**src/rtl/pad_pkg.sv**
```systemverilog
package pad_pkg;
  localparam int CBW = 4;
  localparam logic [CBW-1:0] CMD_DAC = 4'b1101;

  typedef enum logic [1:0] {
    PH_WAIT = 2'd0,
    PH_IDLE = 2'd1,
    PH_HI   = 2'd2,
    PH_BUSY = 2'd3
  } ph_e;

  function automatic logic is_mem_cmd(input logic [CBW-1:0] c);
    logic r;
    case (c)
      4'b0110, 4'b0111, 4'b1100, 4'b1110, 4'b1111: r = 1'b1;
      default: r = 1'b0;
    endcase
    return r;
  endfunction
endpackage

```
**src/rtl/pad_rst_sync.sv**
```systemverilog
module pad_rst_sync #(
  parameter int STAGES = 2
) (
  input  logic clk,
  input  logic rst_n,
  output logic rst_sn
);
  logic [STAGES-1:0] sync_q;
  logic [STAGES-1:0] sync_d;

  always_comb sync_d = {sync_q[STAGES-2:0], 1'b1};

  always_ff @(posedge clk or negedge rst_n) begin
    if (!rst_n) sync_q <= '0;
    else        sync_q <= sync_d;
  end

  assign rst_sn = sync_q[STAGES-1];
endmodule

```
**src/rtl/pad_phase_fsm.sv**
```systemverilog
module pad_phase_fsm
  import pad_pkg::*;
(
  input  logic           clk,
  input  logic           rst_sn,
  input  logic           frame_n,
  input  logic           irdy_n,
  input  logic [CBW-1:0] cbe_n,
  output logic           lo_cap,
  output logic           dec_done,
  output logic           dec_dual
);
  ph_e  st_q, st_d;
  logic bus_idle, start, is_dac;

  assign bus_idle = frame_n & irdy_n;
  assign start    = (st_q == PH_IDLE) & ~frame_n;
  assign is_dac   = (cbe_n == CMD_DAC);

  always_comb begin
    st_d = st_q;
    case (st_q)
      PH_WAIT: if (bus_idle) st_d = PH_IDLE;
      PH_IDLE: if (!frame_n) st_d = is_dac ? PH_HI : PH_BUSY;
      PH_HI:   st_d = PH_BUSY;
      PH_BUSY: if (bus_idle) st_d = PH_IDLE;
      default: st_d = PH_WAIT;
    endcase
  end

  always_ff @(posedge clk or negedge rst_sn) begin
    if (!rst_sn) st_q <= PH_WAIT;
    else         st_q <= st_d;
  end

  assign lo_cap   = start;
  assign dec_dual = (st_q == PH_HI);
  assign dec_done = (start & ~is_dac) | dec_dual;

  AST_WAIT_IGNORES_FRAME: assert property (@(posedge clk) disable iff (!rst_sn)
    (st_q == PH_WAIT && !bus_idle) |=> !lo_cap);
  AST_HI_AFTER_DAC: assert property (@(posedge clk) disable iff (!rst_sn)
    dec_dual |-> $past(lo_cap && is_dac));
  AST_BUSY_IGNORES_FRAME: assert property (@(posedge clk) disable iff (!rst_sn)
    (st_q == PH_BUSY && !bus_idle) |=> !lo_cap);
endmodule

```
**src/rtl/pad_capture.sv**
```systemverilog
module pad_capture
  import pad_pkg::*;
#(
  parameter int ADW = 32,
  localparam int AW = 2 * ADW
) (
  input  logic           clk,
  input  logic           rst_sn,
  input  logic           lo_cap,
  input  logic           dec_done,
  input  logic           dec_dual,
  input  logic [ADW-1:0] ad,
  input  logic [CBW-1:0] cbe_n,
  output logic [AW-1:0]  nxt_addr,
  output logic [AW-1:0]  addr_q,
  output logic [CBW-1:0] cmd_q,
  output logic           dual_q,
  output logic           lin_q
);
  logic [ADW-1:0] lo_q, lo_d;
  logic [AW-1:0]  addr_d;
  logic [CBW-1:0] cmd_d;
  logic           dual_d, lin_d;

  always_comb begin
    lo_d = lo_q;
    if (lo_cap) lo_d = ad;
    nxt_addr = dec_dual ? {ad, lo_q} : {{ADW{1'b0}}, ad};
    addr_d = addr_q;
    cmd_d  = cmd_q;
    dual_d = dual_q;
    lin_d  = lin_q;
    if (dec_done) begin
      addr_d = nxt_addr;
      cmd_d  = cbe_n;
      dual_d = dec_dual;
      lin_d  = (nxt_addr[1:0] == 2'b00);
    end
  end

  always_ff @(posedge clk or negedge rst_sn) begin
    if (!rst_sn) begin
      lo_q   <= '0;
      addr_q <= '0;
      cmd_q  <= '0;
      dual_q <= 1'b0;
      lin_q  <= 1'b0;
    end else begin
      lo_q   <= lo_d;
      addr_q <= addr_d;
      cmd_q  <= cmd_d;
      dual_q <= dual_d;
      lin_q  <= lin_d;
    end
  end

  AST_OUTPUTS_HOLD: assert property (@(posedge clk) disable iff (!rst_sn)
    !dec_done |=> ($stable(addr_q) && $stable(cmd_q) && $stable(dual_q)));
  AST_DUAL_KEEPS_LOW: assert property (@(posedge clk) disable iff (!rst_sn)
    (dec_done && dec_dual) |=> (addr_q[ADW-1:0] == $past(lo_q)));
endmodule

```
**src/rtl/pad_window_cmp.sv**
```systemverilog
module pad_window_cmp #(
  parameter int AW = 64
) (
  input  logic [AW-1:0] addr,
  input  logic [AW-1:0] base,
  input  logic [AW-1:0] limit,
  output logic          hit
);
  logic win_on, above_base, below_limit;

  always_comb begin
    win_on      = (base <= limit);
    above_base  = (addr >= base);
    below_limit = (addr <= limit);
    hit         = win_on & above_base & below_limit;
  end
endmodule

```
**src/rtl/pci_addr_decode.sv**
```systemverilog
module pci_addr_decode
  import pad_pkg::*;
#(
  parameter int ADW = 32,
  localparam int AW = 2 * ADW
) (
  input  logic           clk,
  input  logic           rst_n,
  input  logic           frame_n,
  input  logic           irdy_n,
  input  logic [ADW-1:0] ad,
  input  logic [CBW-1:0] cbe_n,
  input  logic [AW-1:0]  win_base,
  input  logic [AW-1:0]  win_limit,
  output logic           claim,
  output logic [AW-1:0]  addr,
  output logic [CBW-1:0] cmd,
  output logic           dual,
  output logic           lin_burst
);
  logic          rst_sn;
  logic          lo_cap, dec_done, dec_dual;
  logic [AW-1:0] nxt_addr;
  logic          hit, claim_d, claim_q;

  pad_rst_sync #(.STAGES(2)) u_rst (
    .clk(clk), .rst_n(rst_n), .rst_sn(rst_sn)
  );

  pad_phase_fsm u_fsm (
    .clk(clk), .rst_sn(rst_sn), .frame_n(frame_n), .irdy_n(irdy_n),
    .cbe_n(cbe_n), .lo_cap(lo_cap), .dec_done(dec_done), .dec_dual(dec_dual)
  );

  pad_capture #(.ADW(ADW)) u_cap (
    .clk(clk), .rst_sn(rst_sn), .lo_cap(lo_cap), .dec_done(dec_done),
    .dec_dual(dec_dual), .ad(ad), .cbe_n(cbe_n), .nxt_addr(nxt_addr),
    .addr_q(addr), .cmd_q(cmd), .dual_q(dual), .lin_q(lin_burst)
  );

  pad_window_cmp #(.AW(AW)) u_win (
    .addr(nxt_addr), .base(win_base), .limit(win_limit), .hit(hit)
  );

  always_comb claim_d = dec_done & hit & is_mem_cmd(cbe_n);

  always_ff @(posedge clk or negedge rst_sn) begin
    if (!rst_sn) claim_q <= 1'b0;
    else         claim_q <= claim_d;
  end

  assign claim = claim_q;

  AST_CLAIM_ONE_CYCLE: assert property (@(posedge clk) disable iff (!rst_sn)
    claim |=> !claim);
  AST_CLAIM_IN_WINDOW: assert property (@(posedge clk) disable iff (!rst_sn)
    claim |-> (addr >= $past(win_base) && addr <= $past(win_limit)));
  AST_CLAIM_MEMORY_ONLY: assert property (@(posedge clk) disable iff (!rst_sn)
    claim |-> is_mem_cmd(cmd));
  AST_SINGLE_UPPER_ZERO: assert property (@(posedge clk) disable iff (!rst_sn)
    (claim && !dual) |-> (addr[AW-1:ADW] == '0));
  AST_LIN_MATCHES_ADDR: assert property (@(posedge clk) disable iff (!rst_sn)
    claim |-> (lin_burst == (addr[1:0] == 2'b00)));
endmodule

```
**config.mk**
```make
export PLATFORM = sky130hd
export DESIGN_NAME = pci_addr_decode
export DESIGN_NICKNAME = d
export VERILOG_FILES = /design/src/rtl/pad_pkg.sv /design/src/rtl/pad_rst_sync.sv /design/src/rtl/pad_phase_fsm.sv /design/src/rtl/pad_capture.sv /design/src/rtl/pad_window_cmp.sv /design/src/rtl/pci_addr_decode.sv
export SDC_FILE = /design/constraint.sdc
export NUM_CORES = 1
export LEC_CHECK = 0
export ABC_AREA = 0
export BUFFER_PORTS_ARGS = -buffer_cell sky130_fd_sc_hd__buf_2
export CELL_PAD_IN_SITES_DETAIL_PLACEMENT = 1
export CELL_PAD_IN_SITES_GLOBAL_PLACEMENT = 1
export CORE_MARGIN = 8
export CORE_UTILIZATION = 35
export DETAILED_ROUTE_END_ITERATION = 7
export PLACE_DENSITY = 0.83
export SLEW_MARGIN = 20
export SYNTH_ARGS = -nofsm -noshare
export SYNTH_HDL_FRONTEND = slang
export SYNTH_SLANG_ARGS = --single-unit
```
**constraint.sdc**
```tcl
create_clock -name clk -period 3.65 [get_ports clk]
set_input_delay 0.5475 -clock clk [delete_from_list [all_inputs] [get_ports clk]]
set_output_delay 0.5475 -clock clk [all_outputs]
set_load 0.01 [all_outputs]
```
==> out/metrics.csv, run 1 <==
metric,value,unit
fin_area,11100,µm²
outcome,"finished, final reports clean",
syn_area_per_cell,8.50,µm²
area_growth,22.3,%
drive_gt1_frac,0.236,
timing.final.ws_setup,0.204,ns
crit_arrival,3.69,ns
hold_class,reg -> reg,
synthTopCellsByArea,"dfrtp_1 29%, ha_1 27%, nand2_1 5.9%",
clock.fmax,290,MHz
grt_start_max_net_pins,66,
yosysSeqAreaShare,0.295,
rsz0062_at_grt,no,
place.gp.congestion,0.877,
cts.path.max_buffers,2,
antenna_found_initial,5,
initial_utilization,0.352,
rrSetupSlack,0.20,ns
critPathRequiredTime,3.90,ns
synth.most_common_cell,ha_1,
period_share,0.944,
synth_top_area_frac,0.295,
h-tree-depth,3,
reg2reg_depth,13,
insertion_delay,0.36,ns
gr-usage-all-layers,0.209,
syn_inst,1068,
finalHoldViolCount,0,
post_cts_buffers,0,
grt_overflow,0,
dpl.hpwl,28600,µm
relSlewSlack,0.390,
io_pins,239,
cp-end-kind,register,
dr.pass1.iters,4,
grt_pass1_wl,52000,µm
fp-row-count,59,
worstReg2RegStart,u_fsm.st_q[0],
post-place-ws,0.0477,ns
fin_tns_setup,0,ns
ys_warn_count,0,
ys_ff_latch,107,
fin_skew,0.0103,ns
synth_ff_type,dfrtp_1,
ant_nets,0,
finalSetupViolations,0,
final_util,0.431,
ys_types,50,
numCtsBuffers,9,
tightest_slew,0.916,ns
path_class,reg -> reg,
vias_per_cell,5.22,
cp-start-kind,register,
cts_tree,yes,
async_flop_share,1.00,
portBuffers,238,
drcViolationCount,0,
p_leak,6.60,nW
ys_top_cells_by_count,"194 x ha_1, 143 x nand2_1, 133 x inv_1, 109 x nor2_1, 107 x dfrtp_1",
synth_area_leader_cell,dfrtp_1,
powerDensity,421,nW/µm²
drv_slew,0,
synth_area,9080,µm²
syn_nets,1430,
drv_cap,0,
nNetsFinal,1674,
drt_iter0_markers,337,
synth-edff-count,0,
detail_route.wirelength,33000,µm
cts_sinks,107,
vdd_drop_max,0.255,mV
via_count,8633,
worstPathMaxFanout,16,
clk_pin_slew,0.08,ns
rr_endpoint,claim,
routedWlPerCell,19.9,µm
die-area,31300,µm²
place_area,10800,µm²
die_w,177,µm
grt_pass1_vias,9674,
setup.worst_path.end,claim,
coreArea,25800,µm²
die_y,177,µm
fin_crit,3.45,ns
setup.worst_path.start,u_fsm.st_q[0],
root_buffer,clkbuf_16,
-- worst min path at each step --
stage / start / endpoint / cells past startpoint / slack [ns]
final: u_rst.sync_q[0] / u_rst.sync_q[1] / 0 / 0.35
after global routing: u_rst.sync_q[0] / u_rst.sync_q[1] / 0 / 0.39
after CTS: u_rst.sync_q[0] / u_rst.sync_q[1] / 0 / 0.36
after detailed placement: rst_n / u_rst.sync_q[0] / 1 / 0.33
after global placement: rst_n / u_rst.sync_q[0] / 1 / 0.33
after floorplan: rst_n / u_rst.sync_q[0] / 0 / 0.25
-- worst max-delay path, cell delays in order, from the launching register on --
cell and delay (ns):
dfrtp_1 0.38, inv_1 0.13, ha_4 0.27, buf_6 0.23
mux2_2 0.40, ha_1 0.31, and4_1 0.20, nor4bb_1 0.37
buf_4 0.18, o21ai_0 0.07, a31oi_1 0.18, a2111oi_0 0.09
o31a_1 0.31, and4bb_1 0.21
-- through the flow --
| stage | total power (W) | instances | hold slack [ns] |
|---|---|---|---|
| final | 0.00468 | 1654 | 0.354 |
| after CTS | 0.00474 | 1652 | 0.358 |
| after detailed placement | 0.00367 | 1635 | 0.335 |
| after floorplan | 0.00286 | 1068 | 0.252 |
| after global placement | 0.00355 | 1635 | 0.332 |
| after global routing | 0.00504 | 1654 | 0.385 |
-- final cells by class --
type / count / area [µm²]
diodes: 2 / 5.00
repair buffers: 258 / 1360
multi-input cells: 803 / 5830
clock buffers: 10 / 239
fillers: 3148 / 14700
well taps: 335 / 419
clock inverters: 6 / 63.8
inverters: 133 / 499
flip-flops and latches: 107 / 2680
-- state kept, by name, indices dropped and copies added, names as in the netlist --
register / cells
u_cap.addr_q: 64
u_cap.lo_q: 32
u_cap.cmd_q: 4
u_fsm.st_q: 2
u_rst.sync_q: 2
claim: 1
u_cap.dual_q: 1
u_cap.lin_q: 1
-- cells in the final DEF, fill, tap and decap left out, types with 2 or more instances in the layout --
master | synthesis | routed
dfrtp_1 | 107 | 106
nand4_1 | 37 | 37
buf_2 | 0 | 238
o31a_1 | 2 | 2
o31ai_1 | 2 | 2
diode_2 | 0 | 2
o21bai_1 | 2 | 2
a21o_1 | 60 | 60
a221o_1 | 3 | 3
mux2_2 | 31 | 31
nor3_1 | 4 | 4
clkinv_2 | 0 | 2
nand3_1 | 17 | 17
a2111oi_0 | 3 | 3
and3_1 | 2 | 2
o211ai_1 | 3 | 3
inv_1 | 133 | 133
clkinvlp_4 | 0 | 2
nand2b_1 | 6 | 6
and4_1 | 6 | 6
ha_1 | 194 | 193
a21oi_1 | 70 | 69
nor4_1 | 8 | 8
nor2b_1 | 6 | 5
and2_1 | 32 | 32
clkbuf_16 | 0 | 9
nand2_1 | 143 | 143
buf_4 | 0 | 17
nor2_1 | 109 | 109
o21ai_0 | 30 | 30
or3_1 | 2 | 2
a211oi_1 | 9 | 9
-- where the power goes --
group          leakage [nW]  total (W)  internal (W)  switching [W]
Sequential             1.33    0.00187       0.00161       0.000258
Clock                 0.145    0.00104      0.000552       0.000486
Combinational          5.13    0.00177      0.000717        0.00106
-- metal layers --
layer	vias up	share of wire	track usage	wire length, µm
met1	4197	0.45	0.264	14700
met4	4	0.023	0.0764	761
met3	48	0.057	0.0378	1880
met2	203	0.47	0.352	15600
li1	4181	-	-	-
met5	-	0.00067	0	22
-- logic make-up (layout without fill, tap and decap cells) --
| logic type | count (synthesis) | after routing | share of synthesized area |
|---|---|---|---|
| compound gates | 196 | 196 | 0.138 |
| fa+ha+maj | 194 | 194 | 0.267 |
| buf+inv | 158 | 407 | 0.0653 |
| flops | 107 | 107 | 0.295 |
| mux | 32 | 32 | 0.0396 |
| other cells | 1 | 3 | 0.000413 |
| simple gates | 380 | 380 | 0.194 |
-- what timing repair did --
action | 4_1_cts | 5_1_grt
hold buffers | 1 | 0
endpoints found under the hold margin | 2 | 0
resized for setup | 0 | 2
setup endpoints to repair | 0 | 1
Note: power is estimated with default switching activity, not from simulation.
==> inputs of run 2 (changes only) <==
--- a/config.mk
+++ b/config.mk
@@ -13,6 +13,7 @@
 export CORE_UTILIZATION = 35
 export DETAILED_ROUTE_END_ITERATION = 7
 export PLACE_DENSITY = 0.83
+export SETUP_SLACK_MARGIN = 0.4
 export SLEW_MARGIN = 20
 export SYNTH_ARGS = -nofsm -noshare
 export SYNTH_HDL_FRONTEND = slang
==> out/metrics.csv, run 2 (synthesis results as in run 1) <==
metric,value,unit,change
setup.worst_path.start,u_fsm.st_q[0],,unchanged
grt_pass1_vias,9557,,was 9674
drcViolationCount,0,,unchanged
portBuffers,238,,unchanged
largest-register,u_cap.addr_q,,unchanged
root_buffer,clkbuf_16,,unchanged
gr-usage-all-layers,0.209,,about the same
die_w,177,µm,unchanged
critPathRequiredTime,3.91,ns,was 3.90 ns
grt_overflow,0,,unchanged
path_class,reg -> reg,,unchanged
fin_crit,3.25,ns,was 3.45 ns
grt_pass1_wl,51700,µm,was 52000 µm
fp-row-count,59,,unchanged
tightest_slew,0.788,ns,was 0.916 ns
powerDensity,414,nW/µm²,was 421 nW/µm²
via_count,8783,,was 8633
cp.depth,13,,unchanged
routedWlPerCell,20.7,µm,was 19.9 µm
critical-path-max-stage-delay,0.39,ns,was 0.40 ns
final_common_cell,buf_2,,unchanged
p_leak,6.79,nW,was 6.60 nW
reg2reg_depth,13,,unchanged
h-tree-depth,3,,unchanged
place_area,10800,µm²,about the same
coreArea,25800,µm²,unchanged
clock.fmax,307,MHz,was 290 MHz
crit_arrival,3.51,ns,was 3.69 ns
final_util,0.451,,was 0.431
area_growth,28.0,%,was 22.3%
numCtsBuffers,9,,unchanged
cts_tree,yes,,unchanged
cts.path.max_buffers,2,,unchanged
relSlewSlack,0.475,,was 0.390
worstPathMaxFanout,8,,was 16
drv_slew,0,,unchanged
drt_iter0_markers,452,,was 337
cts_sinks,107,,unchanged
ant_nets,0,,unchanged
antenna_found_initial,4,,was 5
rsz0062_at_grt,no,,unchanged
fin_cells,1670,,was 1654
timing.critical_path.cells,"inv_2, ha_4, buf_12, mux2_4, buf_4, ha_1, nand4_1, nor2_1, a22oi_1, o211ai_1, a311oi_1, o21ai_0, and4bb_1",,"was inv_1, ha_4, buf_6, mux2_2, ha_1, and4_1, nor4bb_1, buf_4, o21ai_0, a31oi_1, a2111oi_0, o31a_1, and4bb_1"
dr.pass1.iters,5,,was 4
reg_top3,"u_cap.addr_q x64, u_cap.lo_q x32, u_cap.cmd_q x4",,unchanged
period_share,0.891,,was 0.944
cp-start-kind,register,,unchanged
cp_slowest_cell,dfrtp_1,,was mux2_2
initial_utilization,0.352,,unchanged
rrSetupSlack,0.40,ns,was 0.20 ns
fin_area,11600,µm²,was 11100 µm²
fin_skew,0.0102,ns,was 0.0103 ns
finalHoldViolCount,0,,unchanged
outcome,"finished, final reports clean",,unchanged
nNetsFinal,1689,,was 1674
critical-path-top-delay-family,compound AO/OA/AOI/OAI gates,,was simple AND/OR/NAND/NOR gates
insertion_delay,0.37,ns,was 0.36 ns
dpl.hpwl,28400,µm,was 28600 µm
rr_endpoint,claim,,unchanged
drive_gt1_frac,0.264,,was 0.236
setup.worst_path.end,claim,,unchanged
drv_cap,0,,unchanged
layout_common_cells,"238 x buf_2, 180 x ha_1, 143 x nand2_1",,"was 238 x buf_2, 193 x ha_1, 143 x nand2_1"
path_buf_inv,3,,unchanged
vias_per_cell,5.26,,was 5.22
hold_class,reg -> reg,,unchanged
cp-end-kind,register,,unchanged
die_y,177,µm,unchanged
detail_route.wirelength,34600,µm,was 33000 µm
largest_reg_flops,64,,unchanged
vdd_drop_max,0.278,mV,was 0.255 mV
io_pins,239,,unchanged
place.gp.congestion,0.867,,was 0.877
finalSetupViolations,0,,unchanged
die-area,31300,µm²,unchanged
placed_cells,1632,,was 1635
clk_pin_slew,0.08,ns,about the same
grt_start_max_net_pins,57,,was 66
worstReg2RegStart,u_fsm.st_q[0],,unchanged
==> run 2: cell types whose count changed in the layout (fill, tap and decap cells not counted), moves of 8 or more <==
cell	delta
mux2_4	+16
mux2_2	-16
buf_4	+8
ha_1	-13
ha_4	+13
==> run 2: where the power goes <==
group	leakage (nW)	switching [W]	internal, W
clock network	0.145	0.000486	0.000570
logic	5.32	0.00110	0.000774
registers	1.33	0.000268	0.00161
total	6.79	0.00185	0.00296
==> run 2: how the worst min path moves through the flow <==
stage | startpoint | endpoint | slack, ns | cells past startpoint
floorplan | rst_n | u_rst.sync_q[0] | 0.25 | 0
global placement | rst_n | u_rst.sync_q[0] | 0.33 | 1
detailed placement | rst_n | u_rst.sync_q[0] | 0.34 | 1
CTS | u_rst.sync_q[0] | u_rst.sync_q[1] | 0.37 | 0
global route | u_rst.sync_q[0] | u_rst.sync_q[1] | 0.38 | 0
finish | u_rst.sync_q[0] | u_rst.sync_q[1] | 0.37 | 0
==> run 2: routing by layer <==
metal | GRT usage | part of all wire | vias to the layer above
met2 | 0.353 | 0.48 | 215
met3 | 0.0476 | 0.053 | 47
met1 | 0.261 | 0.44 | 4309
li1 | - | - | 4210
met5 | 0 | 0.00038 | -
met4 | 0.0648 | 0.021 | 2
==> run 2: metrics by stage <==
step | worst slack (ns) | setup TNS [ns] | hold slack [ns] | power [W]
2_1_floorplan | 0.449 | 0 | 0.252 | 0.00286
3_3_place_gp | 0.0297 | 0 | 0.333 | 0.00356
3_5_place_dp | -0.0785 | -0.0785 | 0.337 | 0.00367
4_1_cts | 0.427 | 0 | 0.367 | 0.00476
5_1_grt | 0.303 | 0 | 0.382 | 0.00517
6_report | 0.397 | 0 | 0.365 | 0.00481
==> run 2: timing repair <==
| action | 4_1_cts | 5_1_grt |
|---|---|---|
| hold buffers | 1 | 0 |
| pin swaps | 3 | 12 |
| hold endpoints to repair | 2 | 0 |
| gates cloned | 0 | 3 |
| gates resized for setup | 14 | 44 |
| buffers inserted | 1 | 14 |
| setup endpoints to repair | 1 | 1 |
==> run 2: layout make-up <==
cell class,instances,area [µm²]
Antenna cell,3,7.51
Clock buffer,12,256
Clock inverter,4,50.0
Fill cell,3144,14100
Inverter,133,499
Multi-Input combinational cell,803,6130
Sequential cell,107,2680
Tap cell,335,419
Timing Repair Buffer,273,1580
==> run 2: worst reg2reg max path: stages (launching register included) <==
cell	delay [ns]
dfrtp_1	0.39
inv_2	0.08
ha_4	0.29
buf_12	0.16
mux2_4	0.34
buf_4	0.15
ha_1	0.30
nand4_1	0.23
nor2_1	0.09
a22oi_1	0.20
o211ai_1	0.19
a311oi_1	0.38
o21ai_0	0.14
and4bb_1	0.21
